### config.mk
export PLATFORM = sky130hd
export DESIGN_NAME = acc_alu_core
export DESIGN_NICKNAME = d
export VERILOG_FILES = /design/src/rtl/acc_alu_pkg.sv /design/src/rtl/acc_alu_addsub.sv /design/src/rtl/acc_alu_muldiv.sv /design/src/rtl/acc_alu_status.sv /design/src/rtl/acc_alu_core.sv
export SDC_FILE = /design/constraint.sdc
export NUM_CORES = 1
export LEC_CHECK = 0
export CAP_MARGIN = 40
export CORE_MARGIN = 10
export CORE_UTILIZATION = 49
export CTS_BUF_LIST = sky130_fd_sc_hd__clkbuf_4
export CTS_CLUSTER_SIZE = 24
export DETAILED_ROUTE_END_ITERATION = 16
export DONT_BUFFER_PORTS = 1
export GPL_TIMING_DRIVEN = 0
export HOLD_SLACK_MARGIN = 0.06
export PLACE_DENSITY = 0.66
export SLEW_MARGIN = 20
export SYNTH_ARGS = -nofsm -noshare
export SYNTH_HDL_FRONTEND = slang
export SYNTH_SLANG_ARGS = --single-unit
### constraint.sdc
create_clock -name clk -period 33.2 [get_ports clk]
set_input_delay 3.32 -clock clk [delete_from_list [all_inputs] [get_ports clk]]
set_output_delay 3.32 -clock clk [all_outputs]
set_load 0.03 [all_outputs]
### src/rtl/acc_alu_pkg.sv
package acc_alu_pkg;

    localparam logic [7:0] ADDR_STATUS = 8'hD0;
    localparam logic [7:0] ADDR_ACCUM  = 8'hE0;

    localparam int BIT_CY  = 7;
    localparam int BIT_AC  = 6;
    localparam int BIT_UFA = 5;
    localparam int BIT_RSH = 4;
    localparam int BIT_RSL = 3;
    localparam int BIT_OV  = 2;
    localparam int BIT_UFB = 1;
    localparam int BIT_PAR = 0;

    typedef enum logic [2:0] {
        OP_ADD  = 3'd0,
        OP_ADDC = 3'd1,
        OP_SUBB = 3'd2,
        OP_MUL  = 3'd3,
        OP_DIV  = 3'd4
    } alu_op_e;

    typedef struct packed {
        logic cy;
        logic ac;
        logic ov;
    } arith_flags_t;

endpackage

### src/rtl/acc_alu_addsub.sv
module acc_alu_addsub #(
    parameter int DW = 8
) (
    input  logic [DW-1:0] a_i,
    input  logic [DW-1:0] b_i,
    input  logic          cin_i,
    input  logic          sub_i,
    output logic [DW-1:0] res_o,
    output logic          cy_o,
    output logic          ac_o,
    output logic          ov_o
);
    localparam int NIB = 4;

    logic [DW:0]  wide;
    logic [NIB:0] low;

    always_comb begin
        if (sub_i) begin
            wide = {1'b0, a_i} - {1'b0, b_i} - {{DW{1'b0}}, cin_i};
            low  = {1'b0, a_i[NIB-1:0]} - {1'b0, b_i[NIB-1:0]} - {{NIB{1'b0}}, cin_i};
        end else begin
            wide = {1'b0, a_i} + {1'b0, b_i} + {{DW{1'b0}}, cin_i};
            low  = {1'b0, a_i[NIB-1:0]} + {1'b0, b_i[NIB-1:0]} + {{NIB{1'b0}}, cin_i};
        end
        res_o = wide[DW-1:0];
        cy_o  = wide[DW];
        ac_o  = low[NIB];
        if (sub_i)
            ov_o = (a_i[DW-1] != b_i[DW-1]) && (wide[DW-1] != a_i[DW-1]);
        else
            ov_o = (a_i[DW-1] == b_i[DW-1]) && (wide[DW-1] != a_i[DW-1]);
    end
endmodule

### src/rtl/acc_alu_muldiv.sv
module acc_alu_muldiv #(
    parameter int DW = 8
) (
    input  logic [DW-1:0] a_i,
    input  logic [DW-1:0] b_i,
    input  logic          div_i,
    output logic [DW-1:0] lo_o,
    output logic [DW-1:0] hi_o,
    output logic          ov_o,
    output logic          wr_o
);
    localparam int PW = 2 * DW;

    logic [PW-1:0] prod;
    logic [DW-1:0] quo;
    logic [DW-1:0] rem;
    logic [DW:0]   trial;

    assign prod = {{DW{1'b0}}, a_i} * {{DW{1'b0}}, b_i};

    // restoring division, one quotient bit per unrolled step
    always_comb begin
        rem   = '0;
        quo   = '0;
        trial = '0;
        for (int i = DW - 1; i >= 0; i--) begin
            trial = {rem, a_i[i]};
            if (trial >= {1'b0, b_i}) begin
                trial  = trial - {1'b0, b_i};
                quo[i] = 1'b1;
            end
            rem = trial[DW-1:0];
        end
    end

    always_comb begin
        if (div_i) begin
            lo_o = quo;
            hi_o = rem;
            ov_o = (b_i == '0);
            wr_o = (b_i != '0);
        end else begin
            lo_o = prod[DW-1:0];
            hi_o = prod[PW-1:DW];
            ov_o = (prod[PW-1:DW] != '0);
            wr_o = 1'b1;
        end
    end
endmodule

### src/rtl/acc_alu_status.sv
module acc_alu_status
    import acc_alu_pkg::*;
#(
    parameter int DW      = 8,
    parameter int BANK_SZ = 8,
    localparam int BSH    = $clog2(BANK_SZ),
    localparam int BBW    = 2 + BSH
) (
    input  logic           clk,
    input  logic           rst_n,
    input  logic           sw_we_i,
    input  logic [7:0]     sw_data_i,
    input  logic           ar_we_i,
    input  arith_flags_t   ar_flags_i,
    input  logic [DW-1:0]  acc_i,
    output logic [7:0]     psw_o,
    output logic [BBW-1:0] bank_base_o
);
    logic         ufa_q, ufb_q;
    logic [1:0]   bank_q;
    arith_flags_t fl_q;

    always_ff @(posedge clk) begin
        if (!rst_n) begin
            ufa_q  <= 1'b0;
            ufb_q  <= 1'b0;
            bank_q <= 2'b00;
            fl_q   <= '0;
        end else begin
            if (sw_we_i) begin
                ufa_q  <= sw_data_i[BIT_UFA];
                ufb_q  <= sw_data_i[BIT_UFB];
                bank_q <= sw_data_i[BIT_RSH:BIT_RSL];
            end
            if (ar_we_i)
                fl_q <= ar_flags_i;
            else if (sw_we_i)
                fl_q <= '{cy: sw_data_i[BIT_CY], ac: sw_data_i[BIT_AC], ov: sw_data_i[BIT_OV]};
        end
    end

    always_comb begin
        psw_o          = '0;
        psw_o[BIT_CY]  = fl_q.cy;
        psw_o[BIT_AC]  = fl_q.ac;
        psw_o[BIT_UFA] = ufa_q;
        psw_o[BIT_RSH] = bank_q[1];
        psw_o[BIT_RSL] = bank_q[0];
        psw_o[BIT_OV]  = fl_q.ov;
        psw_o[BIT_UFB] = ufb_q;
        psw_o[BIT_PAR] = ^acc_i;
        bank_base_o    = {bank_q, {BSH{1'b0}}};
    end
endmodule

### src/rtl/acc_alu_core.sv
module acc_alu_core
    import acc_alu_pkg::*;
#(
    parameter int DW      = 8,
    parameter int BANK_SZ = 8,
    localparam int BBW    = 2 + $clog2(BANK_SZ)
) (
    input  logic           clk,
    input  logic           rst_n,
    input  logic           op_start,
    input  logic [2:0]     op_code,
    input  logic [DW-1:0]  b_in,
    input  logic           reg_wr,
    input  logic [7:0]     reg_addr,
    input  logic [7:0]     reg_wdata,
    output logic [DW-1:0]  acc_q,
    output logic [DW-1:0]  b_q,
    output logic [7:0]     psw_q,
    output logic [BBW-1:0] bank_base
);
    logic [DW-1:0] as_res, md_lo, md_hi;
    logic          as_cy, as_ac, as_ov, md_ov, md_wr;
    logic          is_sub, is_div, is_carry_op;
    logic          ar_we, acc_ar_we, b_ar_we;
    logic          sw_psw_we, sw_acc_we;
    logic [DW-1:0] ar_acc_val;
    arith_flags_t  ar_flags;

    assign sw_psw_we = reg_wr && (reg_addr == ADDR_STATUS);
    assign sw_acc_we = reg_wr && (reg_addr == ADDR_ACCUM);

    always_comb begin
        is_sub      = 1'b0;
        is_div      = 1'b0;
        is_carry_op = 1'b0;
        ar_we       = 1'b0;
        acc_ar_we   = 1'b0;
        b_ar_we     = 1'b0;
        ar_acc_val  = as_res;
        ar_flags    = '0;
        if (op_start) begin
            unique case (op_code)
                OP_ADD, OP_ADDC: begin
                    is_carry_op = (op_code == OP_ADDC);
                    ar_we       = 1'b1;
                    acc_ar_we   = 1'b1;
                    ar_flags    = '{cy: as_cy, ac: as_ac, ov: as_ov};
                end
                OP_SUBB: begin
                    is_sub      = 1'b1;
                    is_carry_op = 1'b1;
                    ar_we       = 1'b1;
                    acc_ar_we   = 1'b1;
                    ar_flags    = '{cy: as_cy, ac: as_ac, ov: as_ov};
                end
                OP_MUL, OP_DIV: begin
                    is_div     = (op_code == OP_DIV);
                    ar_we      = 1'b1;
                    acc_ar_we  = md_wr;
                    b_ar_we    = md_wr;
                    ar_acc_val = md_lo;
                    ar_flags   = '{cy: 1'b0, ac: 1'b0, ov: md_ov};
                end
                default: ;
            endcase
        end
    end

    acc_alu_addsub #(.DW(DW)) u_addsub (
        .a_i   (acc_q),
        .b_i   (b_in),
        .cin_i (is_carry_op & psw_q[BIT_CY]),
        .sub_i (is_sub),
        .res_o (as_res),
        .cy_o  (as_cy),
        .ac_o  (as_ac),
        .ov_o  (as_ov)
    );

    acc_alu_muldiv #(.DW(DW)) u_muldiv (
        .a_i   (acc_q),
        .b_i   (b_in),
        .div_i (is_div),
        .lo_o  (md_lo),
        .hi_o  (md_hi),
        .ov_o  (md_ov),
        .wr_o  (md_wr)
    );

    always_ff @(posedge clk) begin
        if (!rst_n) begin
            acc_q <= '0;
            b_q   <= '0;
        end else begin
            if (acc_ar_we)
                acc_q <= ar_acc_val;
            else if (sw_acc_we)
                acc_q <= reg_wdata[DW-1:0];
            if (b_ar_we)
                b_q <= md_hi;
        end
    end

    acc_alu_status #(.DW(DW), .BANK_SZ(BANK_SZ)) u_status (
        .clk         (clk),
        .rst_n       (rst_n),
        .sw_we_i     (sw_psw_we),
        .sw_data_i   (reg_wdata),
        .ar_we_i     (ar_we),
        .ar_flags_i  (ar_flags),
        .acc_i       (acc_q),
        .psw_o       (psw_q),
        .bank_base_o (bank_base)
    );
endmodule

**Yosys cells after proc, flatten, opt, wreduce, memory -nomap -nowiden**

Cells that the tools add are included.

- Bits in registers: 23
- Word-level logic and storage cells: 101

- $add $sub $neg: 16
- $mul: 1
- Order comparisons: 8
- Equal/unequal tests: 9
- Muxes and demuxes: 43
- Bitwise gates (word level): 1
- Reductions and logical operators: 15

Operator list:

| operator | number |
|---|---|
| 2-to-1 mux 8 bit | 14 |
| >= comparator 9 x 8 -> 1 bit | 7 |
| subtractor 8 bit | 7 |
| 2-to-1 mux 1 bit | 21 |
| equality test 8 bit, second input constant | 2 |
| multiplier 8 x 8 -> 16 bit | 1 |
| nonzero test 8 bit | 2 |
| adder 8 x 8 -> 9 bit | 1 |
| adder 9 x 1 -> 9 bit | 1 |
| 2-to-1 mux 3 bit | 3 |
| 2-to-1 mux 9 bit | 1 |
| subtractor 8 x 8 -> 9 bit | 1 |
| subtractor 9 x 1 -> 9 bit | 1 |
| >= comparator 1 x 8 -> 1 bit | 1 |
| zero test 8 bit | 1 |
| XOR reduction 8 bit | 1 |
| subtractor 1 x 8 -> 8 bit | 1 |
| equality test 3 x 2 -> 1 bit, second input constant | 2 |
| case mux 3 bit (2 select lines) | 1 |
| adder 4 x 4 -> 5 bit | 1 |
| adder 5 x 1 -> 5 bit | 1 |
| 2-to-1 mux 5 bit | 1 |
| OR reduction 5 bit | 1 |
| subtractor 4 x 4 -> 5 bit | 1 |
| other kinds (12) | 19 |

**Depth between registers and ports, before layout**

Gate-level depths: netlist of the first run.

- Depth in word-level cells: 20
- Mapped depth: 79
- Gate-level depth less buffers: 78

**Cells and area by module**

From an unflattened synthesis of the first run, not the netlist that was laid out.

- Cell total of the unflattened synthesis: 1,037
- Area total of the unflattened synthesis: 8,007.7 um^2

By module, submodules not included:

| module | times used | cells an instance | area an instance (um^2) | seq. area each (um^2) |
|---|---|---|---|---|
| acc_alu_muldiv | 1 | 756 | 5,684.2 | 0.0 |
| acc_alu_addsub | 1 | 133 | 984.7 | 0.0 |
| acc_alu_core | 1 | 107 | 944.7 | 320.3 |
| acc_alu_status | 1 | 41 | 394.1 | 140.1 |

**Least setup slack after synthesis of the first run**

Ideal clock, no wire load.

- Path type: input-to-reg
- Start point: in b_in[1]
- End point: reg b_q[2]
- Arrival: 18.324 ns
- Slack: 14.751 ns
- Stages: 75
- Path buffers: 2
- Path through: clkinv_1 ha_1 o211ai_1 nor2_1 a21oi_1 inv_1 ha_1 nand3b_1 a21oi_1 o31ai_1 nand2_1 a31oi_1 inv_1 ha_1 a2111o_1 o211ai_1 nand2b_1 nor2_2 [... 39 more ...] a21oi_1 o31a_1 nor2_1 o21a_1 o21ai_2 a21oi_1 ha_1 nor2b_1 o21ai_0 a21oi_1 o21ai_0 a21oi_1 o21ai_0 nand2b_1 or2_2 nor2_1 a221oi_1 o2bb2ai_1

- Cells in the longest elaborated chain, start to end: 17
- Elaborated cells on any way between the ends: 30

RTL lines:

| what | RTL line | RTL |
|---|---|---|
| from (decl) | acc_alu_core.sv:12 | `input logic [DW-1:0] b_in,` |
| subtractor 1 x 8 -> 8 bit / >= comparator 1 x 8 -> 1 bit (equally long branches) | acc_alu_muldiv.sv:29, acc_alu_muldiv.sv:28 |  |
| 2-to-1 mux 8 bit | acc_alu_muldiv.sv:28 | `if (trial >= {1'b0, b_i}) begin` |
| subtractor 8 bit / >= comparator 9 x 8 -> 1 bit (equally long branches) | acc_alu_muldiv.sv:29, acc_alu_muldiv.sv:28 |  |
| 2-to-1 mux 8 bit | acc_alu_muldiv.sv:28 |  |
| subtractor 8 bit / >= comparator 9 x 8 -> 1 bit (equally long branches) | acc_alu_muldiv.sv:29, acc_alu_muldiv.sv:28 |  |
| 2-to-1 mux 8 bit | acc_alu_muldiv.sv:28 |  |
| subtractor 8 bit / >= comparator 9 x 8 -> 1 bit (equally long branches) | acc_alu_muldiv.sv:29, acc_alu_muldiv.sv:28 |  |
| 2-to-1 mux 8 bit | acc_alu_muldiv.sv:28 |  |
| subtractor 8 bit / >= comparator 9 x 8 -> 1 bit (equally long branches) | acc_alu_muldiv.sv:29, acc_alu_muldiv.sv:28 |  |
| 2-to-1 mux 8 bit | acc_alu_muldiv.sv:28 |  |
| subtractor 8 bit / >= comparator 9 x 8 -> 1 bit (equally long branches) | acc_alu_muldiv.sv:29, acc_alu_muldiv.sv:28 |  |
| 2-to-1 mux 8 bit | acc_alu_muldiv.sv:28 |  |
| subtractor 8 bit / >= comparator 9 x 8 -> 1 bit (equally long branches) | acc_alu_muldiv.sv:29, acc_alu_muldiv.sv:28 |  |
| 2-to-1 mux 8 bit | acc_alu_muldiv.sv:28 |  |
| >= comparator 9 x 8 -> 1 bit / subtractor 8 bit (equally long branches) | acc_alu_muldiv.sv:28, acc_alu_muldiv.sv:29 |  |
| 2-to-1 mux 8 bit | acc_alu_muldiv.sv:28 |  |
| 2-to-1 mux 8 bit | acc_alu_muldiv.sv:37 | `if (div_i) begin` |
| to (signal assigned) | acc_alu_core.sv:100 | `b_q <= md_hi;` |
| to (decl) | acc_alu_core.sv:17 | `output logic [DW-1:0] b_q,` |

Parallel ways exist; a longest one is shown, timed or not.
A chain may end at the register's enable or synchronous reset.

**Worst setup path after layout of the first run**

- Start point: in b_in[1]
- End point: reg b_q[7]

The elaborated chain is that of the path after synthesis.

==> impl_metrics.json, run 1 <==
{
  "final_hold_viol_count": 0,
  "synthCells": 976,
  "yosys.area.top_type": "ha_1",
  "crit_slowest_cell": "o31ai_1",
  "clockBufferDepth": 2,
  "grtUsageTotal_pct": 20.24,
  "grt_pass1_wl_mm": 34.20,
  "nets": 1187,
  "port_buffers": 0,
  "power_density_nw_per_um2": 51.34,
  "overflow": 0,
  "max_freq_ghz": 0.04595,
  "worstPathMaxFanout": 19,
  "core_region_area_um2": 15150,
  "netlist_top_cells_area": "ha_1 (20%), fa_1 (12%), dfxtp_1 (6.1%)",
  "critPathArrivalTime_ns": 22.01,
  "holdCritStartpoint": "u_status.ufb_q",
  "post-route-period-util_pct": 65.55,
  "ctsHoldBuffers": 0,
  "wirelength_mm": 21.29,
  "rows": 45,
  "synthArstFlopShare_pct": 0,
  "insertion_delay_ns": 0.32,
  "syn_avg_cell_area_um2": 7.746,
  "synth_area_um2": 7560,
  "period_needed_ns": 21.76,
  "cp_slowest_stage_delay_ns": 0.63,
  "p_leak_nw": 3.820,
  "status": "completed",
  "fin_tns_setup_ns": 0,
  "ys_seq_area_share_pct": 6.091,
  "layout-drive-gt1-share_pct": 5.888,
  "area_growth_pct": 3.807,
  "r2r-start": "acc_q[7]",
  "drt_iter0_drc": 552,
  "cts-root-buf": "clkbuf_4",
  "critical_path_class": "primary input to register",
  "die_h_um": 144.2,
  "hpwl_mm": 17.22,
  "cts_resized": 0,
  "die_area_um2": 20800,
  "numCtsBuffers": 3,
  "max_slew.worst_pin.slew_ns": 0.8148,
  "grt_pass1_vias": 6706,
  "antenna_left": 0,
  "synthFlopType": "dfxtp_1",
  "dr.pass1.iters": 5,
  "setup_viol": 0,
  "fin_worst_skew_ns": 0.004191,
  "max_cap_viol_count": 0,
  "relSlewSlack_pct": 45.18,
  "startpoint_type": "primary input",
  "crit_start": "b_in[1]",
  "cts_tree": "done",
  "synth_top_area_share_pct": 20.36,
  "path_clk_slew_ns": 0.13,
  "io_pins": 60,
  "antenna_cells": 0,
  "detail_route.wl_per_cell_um": 18.15,
  "ir_drop_mv": 0.05581,
  "gp_congestion": 0.9044,
  "hp-class": "register to register",
  "synth_edf_count": 0,
  "rsz0062_at_grt": "false",
  "critPathRequiredTime_ns": 33.45,
  "vias": 6869,
  "seqCellArea_um2": 460.4,
  "multi_input_area_um2": 6553,
  "cts.sinks": 23,
  "fp.dieW_um": 144.2,
  "holdWs_ns": 0.5145,
  "end_kind": "register",
  "routed_via_density": 5.856,
  "ys_warn_count": 0,
  "htree_levels": 1,
  "path_common_cell": "a21oi_1",
  "drc": 0,
  "slew_viol_final": 0,
  "n_fill_cell": 1505,
  "synth_cell_types": 81,
  "grt_max_degree": 20,
  "antenna_found_initial": 0,
  "ys_ff_latch": 23,
  "post_cts.repair.setup_buffers": 0,
  "start_util_pct": 49.91
}
cell type report:
| cell class | count | share of cell area [%] |
|---|---|---|
| plain buffers | 22 | 1.563 |
| repair buffers | 3 | 0.1913 |
| well taps | 188 | 2.997 |
| clock buffers | 4 | 0.3827 |
| inverters | 115 | 5.501 |
| multi-input cells | 818 | 83.50 |
| flip-flops and latches | 23 | 5.867 |
power breakdown:
part | switching, W | total [W] | internal (W)
Clock | 0.00000877 | 0.0000143 | 0.00000552
Sequential | 0.0000103 | 0.0000406 | 0.0000303
Combinational | 0.000204 | 0.000348 | 0.000144
Total | 0.000223 | 0.000403 | 0.000180
per-layer routing:
layer	share of wire, %	vias to the layer above	global-route usage (%)
met5	0	-	0
met4	1.4	0	3.511
met3	5.4	26	2.624
met2	48	168	35.58
met1	45	3236	26.06
li1	-	3439	-
per-stage QoR:
| step | setup WS [ns] | cells | util [%] | cell area (µm²) | total power (W) |
|---|---|---|---|---|---|
| after floorplan | 14.75 | 978 | - | 7567 | 0.0003162 |
| after global placement | 11.39 | 1166 | 51.52 | 7802 | 0.0003814 |
| after detailed placement | 11.39 | 1168 | 51.58 | 7812 | 0.0003839 |
| after CTS | 11.65 | 1172 | 51.78 | 7843 | 0.0004000 |
| after global routing | 9.865 | 1173 | 51.81 | 7848 | 0.0004472 |
| final | 11.44 | 1173 | 51.81 | 7848 | 0.0004029 |
worst max-delay path, delay by kind of cell:
kind / cells / cell delay, ns
and+or+nand+nor: 16 / 3.36
muxes: 3 / 1.29
buffers and inverters: 10 / 2.09
AOI/OAI and AO/OA: 39 / 9.44
adders and majority gates: 8 / 2.49
kinds of logic after synthesis:
family / after synthesis / share of synthesized area (%)
AND/OR/NAND/NOR: 309 / 19.43
AO/OA/AOI/OAI: 237 / 21.78
adder cells (fa/ha/maj): 170 / 32.80
buffers and inverters: 137 / 7.332
XOR/XNOR: 62 / 7.183
multiplexers: 37 / 5.329
flip-flops: 23 / 6.091
other: 1 / 0.04960
registers in the layout (all words and copies together), names as in the netlist:
name / count
b_q: 8
u_status.psw_o: 3
acc_q: 8
u_status.ufa_q: 1
u_status.bank_q: 2
u_status.ufb_q: 1
cell usage after synthesis, types with 10 or more instances:
master,count
o21a_1,13
ha_1,123
xnor2_1,46
nor3_1,19
nor2_1,116
clkbuf_1,10
a21o_1,14
a21oi_1,57
o21ai_0,53
fa_1,47
nor2b_1,21
inv_1,114
nand4_1,10
nand2_1,79
mux2_2,11
dfxtp_1,23
mux2i_1,22
xor2_1,16
path summary, 6_finish.rpt:
| kind | endpoint | slack (ns) | cells after the start |
|---|---|---|---|
| worst max register to register | b_q[7] | 14.00 | 77 |
| worst min-delay path | u_status.ufb_q | 0.51 | 2 |
| worst max-delay path | b_q[7] | 11.44 | 76 |
| worst min register to register | u_status.ufb_q | 0.51 | 2 |
placed cells by master, fill, tap and decap left out, types with 6 or more instances in the layout:
master / count
dfxtp_1: 23
fa_1: 47
nand4_1: 10
nor4_1: 8
nand2b_1: 9
nor3_1: 19
buf_4: 7
xnor2_1: 46
mux2_2: 11
o21bai_1: 7
a21boi_0: 7
a21oi_1: 57
inv_1: 114
nor2b_1: 21
nor2_1: 116
a21o_1: 14
mux2i_1: 22
xor2_1: 16
clkbuf_1: 10
o21a_1: 13
nand3_1: 9
nand2_1: 79
o21ai_0: 53
o211ai_1: 9
a211oi_1: 9
ha_1: 123
o31a_1: 6
a221oi_1: 6
or2_2: 6
No activity file was read; power rests on OpenSTA's default activity.
==> inputs of run 2 (changes only) <==
==> constraint.sdc (replaced) <==
create_clock -name clk -period 20.9 [get_ports clk]
set_input_delay 2.09 -clock clk [delete_from_list [all_inputs] [get_ports clk]]
set_output_delay 2.09 -clock clk [all_outputs]
set_load 0.03 [all_outputs]
==> run 2 against run 1 <==
  * Sequential cell count unchanged
  * Clock power up 59%
  * Clock-buffer cell count unchanged
  * Wire length grew 0.22%
  * Non-clock buffer count did not move
  * Clock skew increased by 0.0040 ns
  * Register-to-register slack worse by 12 ns
  * Total power rose by 60%
  * Critical path type unchanged
  * Highest routed layer unchanged
==> impl_metrics.json, run 2 (same netlist as run 1, synthesis figures left out) <==
{
  "critPathArrivalTime_ns": 19.69,
  "startpoint_type": "primary input",
  "max_freq_ghz": 0.05143,
  "setup_viol": 0,
  "start_util_pct": 49.91,
  "cts.sinks": 23,
  "final_hold_viol_count": 0,
  "routed_via_density": 5.860,
  "antenna_found_initial": 0,
  "die_area_um2": 20800,
  "layout_commonest_cell": "ha_1",
  "path_clk_slew_ns": 0.13,
  "antenna_cells": 0,
  "detail_route.wl_per_cell_um": 18.19,
  "fin_worst_skew_ns": 0.008165,
  "max_slew.worst_pin.slew_ns": 0.8312,
  "worstPathMaxFanout": 19,
  "r2r-start": "acc_q[7]",
  "die_h_um": 144.2,
  "fin_tns_setup_ns": 0,
  "p_total_w": 0.0006427,
  "cts_tree": "done",
  "max_cap_viol_count": 0,
  "end_kind": "register",
  "area_growth_pct": 4.237,
  "port_buffers": 0,
  "numCtsBuffers": 3,
  "grtUsageTotal_pct": 20.24,
  "ctsHoldBuffers": 0,
  "drc": 0,
  "rsz0062_at_grt": "false",
  "crit_slowest_cell": "o31ai_2",
  "wirelength_mm": 21.34,
  "core_region_area_um2": 15150,
  "vias": 6874,
  "nets": 1187,
  "period_needed_ns": 19.44,
  "gp_congestion": 0.9044,
  "antenna_left": 0,
  "fin_cells": 1173,
  "htree_levels": 1,
  "critPathRequiredTime_ns": 21.15,
  "holdCritStartpoint": "u_status.ufb_q",
  "insertion_delay_ns": 0.32,
  "placed_area_um2": 7812,
  "cts-root-buf": "clkbuf_4",
  "grt_pass1_vias": 6706,
  "dr.pass1.iters": 5,
  "relSlewSlack_pct": 44.07,
  "r2r-end": "b_q[7]",
  "drt_iter0_drc": 545,
  "hp-class": "register to register",
  "reg2reg_depth": 77,
  "path_common_cell": "a21oi_1",
  "grt_pass1_wl_mm": 34.20,
  "slew_viol_final": 0,
  "p_leak_nw": 3.821,
  "layout-drive-gt1-share_pct": 6.294,
  "clockBufferDepth": 2,
  "design_area_um2": 7880,
  "critical_path_class": "primary input to register",
  "rows": 45,
  "fp.dieW_um": 144.2,
  "numPlacedInstances": 1168,
  "hold_depth": 2,
  "hpwl_mm": 17.22,
  "final_cell_mix": "ha_1 (123), nor2_1 (116), inv_1 (114), nand2_1 (79), a21oi_1 (57)",
  "status": "completed",
  "power_density_nw_per_um2": 81.56,
  "io_pins": 60,
  "r2r_setup_slack_ns": 2.45,
  "holdPathEnd": "u_status.ufb_q",
  "grt_max_degree": 20,
  "overflow": 0,
  "ir_drop_mv": 0.08931,
  "cp_slowest_stage_delay_ns": 0.49,
  "post-route-period-util_pct": 93.04
}
[run 2: cell types whose count changed in the layout (fill, tap and decap cells not counted), sizes merged]
cell	delta
clkinvlp	+1
clkinv	-1
[run 2: area by class of cell]
| cell class | instances | area, µm² |
|---|---|---|
| tap | 188 | 235.2 |
| inverter | 115 | 435.4 |
| multi-input combinational | 818 | 6581 |
| clock buffer | 4 | 30.03 |
| buffer | 22 | 122.6 |
| timing repair buffer | 3 | 15.01 |
| sequential | 23 | 460.4 |
| fill | 1494 | 7266 |
[run 2: per-stage QoR]
step / hold WS, ns / util, % / setup slack, ns
after global placement: 0.4781 / 51.52 / 0.3205
final: 0.5153 / 52.03 / 1.456
after floorplan: 0.4647 / - / 3.681
after CTS: 0.5229 / 51.78 / 0.5770
after global routing: 0.5524 / 52.03 / 0.01684
after detailed placement: 0.4910 / 51.58 / 0.3166
[run 2: worst max-delay path: cells and delay by family]
kind            cells  cell delay (ns)
buf+inv            10             1.59
simple gates       16             3.11
fa+ha+maj           8             2.24
mux                 4             1.51
compound gates     38             9.12
[run 2: power by group]
| group | switching (W) | total (W) | internal (W) |
|---|---|---|---|
| logic | 0.000325 | 0.000555 | 0.000230 |
| registers | 0.0000164 | 0.0000645 | 0.0000481 |
| clock network | 0.0000139 | 0.0000227 | 0.00000877 |
[run 2: worst max path at each step]
stage,from,end,cells after the start
floorplan,b_in[1],b_q[2],75
global placement,b_in[1],b_q[7],75
detailed placement,b_in[1],b_q[7],76
CTS,b_in[1],b_q[7],76
global route,b_in[1],b_q[7],76
finish,b_in[1],b_q[7],76
[run 2: repair_timing]
item | 4_1_cts | 5_1_grt
setup endpoints to repair | 0 | 9
gates resized for setup | 0 | 6
setup buffers | 0 | 0
hold endpoints to repair | 0 | 0
[run 2: metal layers]
metal	routed length, µm	vias to the layer above	GRT usage (%)
met5	0	-	0
met4	307	0	3.511
met3	1334	26	2.624
met2	10270	199	35.58
met1	9423	3215	26.06
li1	-	3434	-
==> inputs of run 3 (changes only) <==
--- a/config.mk
+++ b/config.mk
@@ -7,14 +7,15 @@
 export LEC_CHECK = 0
 export CAP_MARGIN = 40
 export CORE_MARGIN = 10
-export CORE_UTILIZATION = 49
+export CORE_UTILIZATION = 60
 export CTS_BUF_LIST = sky130_fd_sc_hd__clkbuf_4
 export CTS_CLUSTER_SIZE = 24
 export DETAILED_ROUTE_END_ITERATION = 16
 export DONT_BUFFER_PORTS = 1
 export GPL_TIMING_DRIVEN = 0
 export HOLD_SLACK_MARGIN = 0.06
-export PLACE_DENSITY = 0.66
+export PLACE_DENSITY = 0.78
+export RECOVER_POWER = 50
 export SLEW_MARGIN = 20
 export SYNTH_ARGS = -nofsm -noshare
 export SYNTH_HDL_FRONTEND = slang
==> run 3 against run 2 <==
  * Worst setup slack improved by 0.031 ns
  * Die area decreased by 16%
  * Largest power group unchanged
  * Critical path depth decreased by 3
==> impl_metrics.json, run 3 (same netlist as run 1, synthesis figures left out) <==
{
  "status": "completed",
  "grt_pass1_wl_mm": 34.38,
  "grt.busiest_layer": "met2",
  "critPathRequiredTime_ns": 21.15,
  "crit_slowest_cell": "or4_1",
  "path_common_cell": "a21oi_1",
  "power_density_nw_per_um2": 82.18,
  "antenna_cells": 0,
  "post-route-period-util_pct": 92.89,
  "relSlewSlack_pct": 45.19,
  "core_region_area_um2": 12160,
  "post_cts.repair.setup_buffers": 0,
  "numPlacedInstances": 1148,
  "die_area_um2": 17490,
  "cts-root-buf": "clkbuf_4",
  "port_buffers": 0,
  "die_h_um": 132.2,
  "grt_use_met3_pct": 3.735,
  "rows": 40,
  "dr.pass1.iters": 5,
  "cp_slowest_stage_delay_ns": 0.49,
  "hpwl_mm": 16.87,
  "drc": 0,
  "holdWs_ns": 0.5100,
  "p_leak_nw": 3.814,
  "fp.dieW_um": 132.2,
  "fin_worst_skew_ns": 0.002373,
  "worstPathMaxFanout": 19,
  "max_cap_viol_count": 0,
  "power_frac_seq_pct": 10.0,
  "fin_cells": 1152,
  "ctsHoldBuffers": 0,
  "path_buf_inv": 8,
  "wirelength_mm": 20.85,
  "drt_iter0_drc": 618,
  "max_slew.worst_pin.slew_ns": 0.8116,
  "layout-drive-gt1-share_pct": 6.098,
  "overflow": 0,
  "ir_drop_mv": 0.1386,
  "rsz0062_at_grt": "false",
  "period_needed_ns": 19.41,
  "layout_commonest_cell": "ha_1",
  "cts_tree": "done",
  "path_clk_slew_ns": 0.12,
  "clockBufferDepth": 2,
  "numCtsBuffers": 3,
  "dp_worst_setup_slack_ns": 0.2996,
  "hp-class": "register to register",
  "grtUsageMet2_pct": 40.60,
  "detail_route.wl_per_cell_um": 18.10,
  "path_delay_family": "compound AO/OA/AOI/OAI gates",
  "htree_levels": 1,
  "cts.sinks": 23,
  "io_pins": 60,
  "grt_max_degree": 20,
  "insertion_delay_ns": 0.32,
  "antenna_found_initial": 0,
  "gp_congestion": 0.9424,
  "grt_pass1_vias": 7003,
  "slew_viol_final": 0,
  "final_hold_viol_count": 0,
  "setup_slack_ns": 1.487,
  "grtUsageTotal_pct": 23.04,
  "end_kind": "register",
  "critPathArrivalTime_ns": 19.66,
  "setup_viol": 0,
  "met1_usage_pct": 28.57,
  "start_util_pct": 62.16,
  "nets": 1186,
  "fin_tns_setup_ns": 0,
  "p_sw_share_pct": 55.34,
  "max_freq_ghz": 0.05151,
  "critical_path_class": "primary input to register",
  "final_cell_mix": "ha_1 (123), nor2_1 (116), inv_1 (114), nand2_1 (79), a21oi_1 (57)",
  "p_int_w": 0.0002881,
  "routed_via_density": 6.100,
  "startpoint_type": "primary input",
  "vias": 7027,
  "p_clk_share_pct": 3.4,
  "antenna_left": 0,
  "switchingPower_w": 0.0003570,
  "area_growth_pct": 3.840,
  "combPwrFrac_pct": 86.5
}
==> run 3: through the flow <==
| step | utilization, % | power (W) | area (µm²) |
|---|---|---|---|
| 5_1_grt | 64.55 | 0.0007101 | 7850 |
| 6_report | 64.55 | 0.0006451 | 7850 |
| 2_1_floorplan | - | 0.0005022 | 7567 |
| 3_3_place_gp | 63.95 | 0.0005989 | 7777 |
| 4_1_cts | 64.28 | 0.0006346 | 7818 |
| 3_5_place_dp | 64.03 | 0.0006098 | 7787 |
==> run 3: layer usage <==
| metal | vias up | wire length, µm |
|---|---|---|
| met4 | 0 | 420 |
| met3 | 47 | 1395 |
| met2 | 230 | 10230 |
| li1 | 3422 | - |
| met5 | - | 0 |
| met1 | 3328 | 8801 |
==> run 3: power groups by stage <==
stage	combinational, W	sequential [W]	clock [W]
3_3_place_gp	0.000533	0.0000658	0
5_1_grt	0.000621	0.0000651	0.0000240
4_1_cts	0.000548	0.0000647	0.0000216
2_1_floorplan	0.000440	0.0000618	0
3_5_place_dp	0.000544	0.0000658	0
6_report	0.000558	0.0000648	0.0000222
==> run 3: timing repair <==
item | 4_1_cts | 5_1_grt
endpoints found under the hold margin | 0 | 0
endpoints found under the setup margin | 0 | 9
resized for setup | 0 | 7
==> run 3: worst paths after layout <==
check	to	depth (start not counted)	from	slack, ns
hold reg to reg	u_status.ufa_q	2	u_status.ufa_q	0.51
setup reg to reg	b_q[7]	74	acc_q[7]	2.49
setup / recovery	b_q[7]	73	b_in[1]	1.49
hold / removal	u_status.ufa_q	2	u_status.ufa_q	0.51
==> run 3: area by class of cell <==
type	count	area, µm²
multi-input cells	818	6589
fillers	1128	4312
flip-flops and latches	23	460.4
inverters	115	435.4
well taps	168	210.2
plain buffers	22	115.1
clock buffers	4	30.03
repair buffers	2	10.01
==> run 3: tightest hold or removal path, cell delays in order, from the launching register on <==
cell	delay [ns]
dfxtp_1	0.34
mux2i_1	0.07
nor2_1	0.07
